==> src/rtl/bus_cycle_ctrl.sv <==
module bus_cycle_ctrl #(
  parameter int AW = 16,
  parameter int DW = 8
) (
  input  logic          clk,
  input  logic          rst_n,
  input  logic          req_valid,
  input  logic [2:0]    req_kind,
  input  logic [AW-1:0] req_addr,
  input  logic [DW-1:0] req_wdata,
  output logic          done,
  output logic [DW-1:0] rd_data,
  output logic [AW-DW-1:0] a_hi,
  output logic          a_hi_oe,
  output logic [DW-1:0] ad_out,
  output logic          ad_oe,
  input  logic [DW-1:0] ad_in,
  output logic          ale,
  output logic          rd_n,
  output logic          wr_n,
  output logic          rw_oe,
  output logic          io_m,
  output logic          io_m_oe,
  output logic          s1,
  output logic          s0,
  input  logic          ready,
  input  logic          hold,
  output logic          hlda
);
  localparam logic [2:0] K_MWR = 3'd0, K_MRD = 3'd1, K_IOWR = 3'd2, K_IORD = 3'd3,
                         K_OPF = 3'd4, K_INTA = 3'd5, K_HALT = 3'd6;

  typedef enum logic [2:0] {S_REL, S_IDLE, S_T1, S_T2, S_TW, S_T3, S_HALT, S_HOLD} st_t;

  st_t st, nxt;
  logic [2:0]    kind_q, stat_q;
  logic [AW-1:0] addr_q;
  logic [DW-1:0] wdata_q, rdata_q;
  logic          halted_q, done_q;

  function automatic logic [2:0] stat_of(input logic [2:0] k);
    case (k)
      K_MWR:   stat_of = 3'b001;
      K_MRD:   stat_of = 3'b010;
      K_IOWR:  stat_of = 3'b101;
      K_IORD:  stat_of = 3'b110;
      K_OPF:   stat_of = 3'b011;
      K_INTA:  stat_of = 3'b111;
      K_HALT:  stat_of = 3'b000;
      default: stat_of = 3'b010;
    endcase
  endfunction

  wire is_wr   = (kind_q == K_MWR) || (kind_q == K_IOWR);
  wire is_halt = (kind_q == K_HALT);
  wire is_rd   = !is_wr && !is_halt;
  wire xfer    = (st == S_T2) || (st == S_TW) || (st == S_T3);
  wire parked  = (st == S_IDLE) || (st == S_HALT);
  wire accept  = parked && !hold && req_valid;
  wire drive   = parked ? (st == S_IDLE) : (st != S_REL && st != S_HOLD);

  always_comb begin
    nxt = st;
    case (st)
      S_REL:          nxt = halted_q ? S_HALT : S_IDLE;
      S_IDLE, S_HALT: nxt = hold ? S_HOLD : (req_valid ? S_T1 : st);
      S_T1:           nxt = is_halt ? S_HALT : S_T2;
      S_T2, S_TW:     nxt = ready ? S_T3 : S_TW;
      S_T3:           nxt = hold ? S_HOLD : S_IDLE;
      S_HOLD:         nxt = hold ? S_HOLD : S_REL;
      default:        nxt = S_REL;
    endcase
  end

  always_ff @(posedge clk or negedge rst_n) begin
    if (!rst_n) begin
      st       <= S_REL;
      kind_q   <= K_MRD;
      stat_q   <= 3'b000;
      addr_q   <= '0;
      wdata_q  <= '0;
      rdata_q  <= '0;
      halted_q <= 1'b0;
      done_q   <= 1'b0;
    end else begin
      st     <= nxt;
      done_q <= (st == S_T3) || (st == S_T1 && is_halt);
      if (accept) begin
        kind_q   <= req_kind;
        stat_q   <= stat_of(req_kind);
        addr_q   <= req_addr;
        wdata_q  <= req_wdata;
        halted_q <= 1'b0;
      end
      if (st == S_T1 && is_halt) halted_q <= 1'b1;
      if (st == S_T3 && is_rd)   rdata_q  <= ad_in;
    end
  end

  assign done    = done_q;
  assign rd_data = rdata_q;
  assign a_hi    = addr_q[AW-1:DW];
  assign a_hi_oe = drive;
  assign rw_oe   = drive;
  assign io_m_oe = drive && !is_halt;
  assign ale     = (st == S_T1);
  assign ad_oe   = (st == S_T1) || (is_wr && xfer);
  assign ad_out  = (st == S_T1) ? addr_q[DW-1:0] : wdata_q;
  assign rd_n    = !(is_rd && xfer);
  assign wr_n    = !(is_wr && (st == S_T2 || st == S_TW));
  assign io_m    = stat_q[2];
  assign s1      = stat_q[1];
  assign s0      = stat_q[0];
  assign hlda    = (st == S_HOLD);

  p_ale_single_r2: assert property (@(posedge clk) disable iff (!rst_n)
    ale |=> !ale);
  p_stat_steady_r4: assert property (@(posedge clk) disable iff (!rst_n)
    (st == S_T2 || st == S_TW || st == S_T3) |-> $stable({io_m, s1, s0}));
  p_done_pulse_r5: assert property (@(posedge clk) disable iff (!rst_n)
    done |=> !done);
  p_strobe_excl_r5: assert property (@(posedge clk) disable iff (!rst_n)
    !(!rd_n && !wr_n));
  p_wait_holds_r7: assert property (@(posedge clk) disable iff (!rst_n)
    ((st == S_T2 || st == S_TW) && !ready) |=> (!done && (!rd_n || !wr_n)));
  p_grant_float_r8: assert property (@(posedge clk) disable iff (!rst_n)
    hlda |-> !(a_hi_oe || ad_oe || rw_oe || io_m_oe));
  p_release_gap_r9: assert property (@(posedge clk) disable iff (!rst_n)
    $fell(hlda) |-> !(a_hi_oe || ad_oe || rw_oe));
  p_halt_float_r10: assert property (@(posedge clk) disable iff (!rst_n)
    (st == S_HALT) |-> (!a_hi_oe && !rw_oe && !io_m_oe && !s1 && !s0));
endmodule

==> config.mk <==
export PLATFORM = sky130hd
export DESIGN_NAME = bus_cycle_ctrl
export DESIGN_NICKNAME = d
export VERILOG_FILES = /design/src/rtl/bus_cycle_ctrl.sv
export SDC_FILE = /design/constraint.sdc
export NUM_CORES = 1
export LEC_CHECK = 0
export ABC_AREA = 1
export BUFFER_PORTS_ARGS = -buffer_cell sky130_fd_sc_hd__clkbuf_2
export CAP_MARGIN = 5
export CORE_MARGIN = 2
export CORE_UTILIZATION = 49
export DETAILED_ROUTE_END_ITERATION = 12
export HOLD_SLACK_MARGIN = 0.15
export PLACE_DENSITY_LB_ADDON = 0.1
export SETUP_SLACK_MARGIN = 0.3
export SLEW_MARGIN = 20
export SYNTH_ARGS = -nofsm -noshare
export SYNTH_HDL_FRONTEND = slang
export SYNTH_SLANG_ARGS = --single-unit
==> constraint.sdc <==
create_clock -name clk -period 2.2 [get_ports clk]
set_clock_uncertainty 0.15 [all_clocks]
set_input_delay 0.44 -clock clk [delete_from_list [all_inputs] [get_ports clk]]
set_output_delay 0.44 -clock clk [all_outputs]
set_load 0.05 [all_outputs]
==> impl_metrics.toml <==
[global_route]
antenna_found_initial = 0
grt_max_degree = 29
grt_overflow = 0
grt_pass1_wl_um = 8200
track_usage_pct = 23.7
grt_pass1_vias = 1853

[placement]
gp_congestion = 0.926
hpwl_um = 3250
portBuffers = 75

[timing]
setup_viol = 0
setup_tns_ps = 0
hold_viol = 0
final-max-slew-violation-count = 0
min_period_ps = 2080
slew-limit-headroom_pct = 57.3
period_share_pct = 94.3
fmax_mhz = 482
holdWs_ps = 185
tightest_slew_ps = 640
rsz0062_at_grt = "yes"

[worst_setup_path]
worst_r2r_path_depth = 7
criticalPathCategory = "flop to output pin"
cp_max_fo = 3
arrival_ps = 1490
ff2ff_setup_slack_ps = 460
critPathTopFamily = "buffers and inverters"
max_stage_delay_ps = 370
cp_num_buf_inv = 5
crit_path_cell_trace = "inv_2, buf_4, nand2_4, inv_1, nand2_2, inv_4, nor3_4, buf_8"
r2r-end = "kind_q[0]$_DFFE_PN1P_"
worstReg2RegStart = "st[2]$_DFFE_PN0P_"
endpoint_kind = "output pin"
critPathLaunchType = "flop"
crit_required_ps = 1610
cp_slowest_cell = "dfrtp_1"

[drt]
wl_per_cell_um = 13.2
ant_nets = 0
drtIter0Drc = 136
post-route-drc-count = 0
via_count = 1950
vias_per_cell = 4.94
drtPass1Iterations = 4
routed_wl_um = 5220

[synth]
ys_ff_latch = 43
synthCells = 262
synth_fp_nets = 302
syn_area_per_cell_sq_um = 7.77
synth_area_sq_um = 2040
yosys.area.top_type_share_pct = 51.6
yosys.area.top_type = "dfrtp_1"
yosysSeqAreaShare_pct = 52.9
yosysWarnings = 0
synth_cell_types = 21
synth_area_leaders = "dfrtp_1, nand2_1, nand3_1"

[finish]
utilization_pct = 74.3
final_nets = 384
nFillCells = 298
area_growth_pct = 45.9
drive_above_1_share_pct = 41.2
insertedDiodeCount = 0

[clocking]
clk_pin_slew_ps = 90
root_buffer = "clkbuf_8"
ctsLongestPathBuffers = 2
htreeDepth = 2
cts_tree = "built"
cts_made_buffers = 5
cts.sinks = 43
insertion_delay_ps = 300

[die]
die_w_um = 68.5
fp.dieH_um = 68.5
die_area_sq_um = 4690
coreArea_sq_um = 4000
start_util_pct = 50.9
io-pin-count = 76
row_count = 23

[hold_path]
hold_end = "addr_q[12]$_DFFE_PN0P_"
min_path_cells = 3
worstHoldPathType = "input pin to flop"
holdCritStartpoint = "req_addr[12]"

[power_and_ir_drop]
p_leak_nw = 1.64
p_int_mw = 2.74
p_seq_share_pct = 25.2
p_total_mw = 5.63
p_clk_share_pct = 11.0
swShare_pct = 51.3
switchingPower_mw = 2.89
vdd_drop_max_mv = 0.943
power_frac_comb_pct = 63.8
powerDensity_nw_per_um2 = 1890

[outcome]
status = "finished clean"

[flow_run]
cap_violations = 0
## area by class of cell
type / count / area, sq um / area share (%)
repair inverters: 1 / 16.3 / 0.547
clock inverters: 3 / 43.8 / 1.47
clock buffers: 5 / 68.8 / 2.32
inverters: 16 / 82.6 / 2.78
repair buffers: 89 / 677 / 22.8
flip-flops and latches: 43 / 1080 / 36.3
multi-input cells: 188 / 941 / 31.7
well taps: 50 / 62.6 / 2.11
## sequential cells by signal (all words and copies together) (netlist names)
| register | cells |
|---|---|
| addr_q | 16 |
| done | 1 |
| halted_q | 1 |
| kind_q | 3 |
| rd_data | 8 |
| st | 3 |
| stat_q | 3 |
| wdata_q | 8 |
## worst max path at each step
stage | startpoint | end | slack, ps | cells past startpoint
6_report | st[0]$_DFFE_PN0P_ | io_m_oe | 120 | 8
5_1_grt | st[0]$_DFFE_PN0P_ | io_m_oe | 50 | 8
4_1_cts | st[0]$_DFFE_PN0P_ | ad_out[7] | 110 | 8
3_5_place_dp | st[0]$_DFFE_PN0P_ | ad_out[0] | 190 | 8
3_3_place_gp | st[0]$_DFFE_PN0P_ | ad_out[0] | 230 | 8
2_1_floorplan | kind_q[0]$_DFFE_PN1P_ | rd_n | 230 | 5
## cell usage after synthesis
master    instances
nand3_4           1
clkinv_1          1
nor2_1            9
nand3_2           1
nand3b_1          1
dfrtp_1          42
nand2_2           1
dfstp_2           1
inv_2             2
buf_6             2
o21a_1            1
o21ai_0           9
nand4_1           2
nand3_1          20
buf_2             3
nand2_1         137
nor3_1            2
inv_1            13
nor2_2            2
a21oi_1           2
buf_4            10
## layer usage
metal  track usage [%]  up-vias  wire length [um]
met4              9.00        0                86
li1                  -      970                 -
met1              28.1      890              2180
met5                 0        -                 0
met2              39.8       79              2520
met3              7.57       11               422
## cell usage in the layout, fill, tap and decap left out, types with 2 or more instances in the layout
cell,netlist,final
dfrtp_2,0,2
clkbuf_16,0,3
inv_2,2,4
inv_1,13,7
dfrtp_1,42,40
nor2_1,9,6
nor2_2,2,2
nand3_4,1,2
nand2_2,1,13
buf_4,10,13
nor2_4,0,3
o21ai_0,9,9
nand2_4,0,9
clkinv_8,0,2
buf_8,0,11
clkbuf_8,0,6
nand4_1,2,2
inv_4,0,4
clkbuf_2,0,59
a21oi_1,2,2
nand2_1,137,116
nand3_2,1,3
nand3_1,20,17
## cells by family after synthesis
kind of cell	Yosys count	synth area share (%)
flops	43	52.9
simple gates	176	35.6
buf+inv	31	8.48
compound gates	12	3.07
## metrics by stage
stage               std cells  setup WS (ps)  instance area (sq um)
floorplan                 262            234                   2090
global placement          377            225                   2450
detailed placement        377            189                   2450
CTS                       394            114                   2860
global route              395           45.8                   2970
finish                    395            125                   2970
## tightest hold or removal path, delay by kind of cell
kind | cells | cell delay (ps)
buf+inv | 1 | 70
simple gates | 2 | 80
## timing repair
| action | in CTS | in global routing |
|---|---|---|
| resized for setup | 53 | 40 |
| setup buffers | 6 | 1 |
| endpoints found under the setup margin | 16 | 22 |
| pin swaps | 2 | 4 |
| hold buffers | 1 | 0 |
| cloned | 2 | 0 |
| endpoints found under the hold margin | 24 | 0 |
## power by group through the flow
stage | combinational, mW | clock [mW] | sequential [mW]
detailed placement | 2.76 | 0 | 1.38
global placement | 2.73 | 0 | 1.39
finish | 3.59 | 0.618 | 1.42
floorplan | 1.93 | 0 | 1.72
CTS | 3.33 | 0.625 | 1.38
global route | 3.83 | 0.659 | 1.46
No activity file was read; power rests on OpenSTA's default activity.
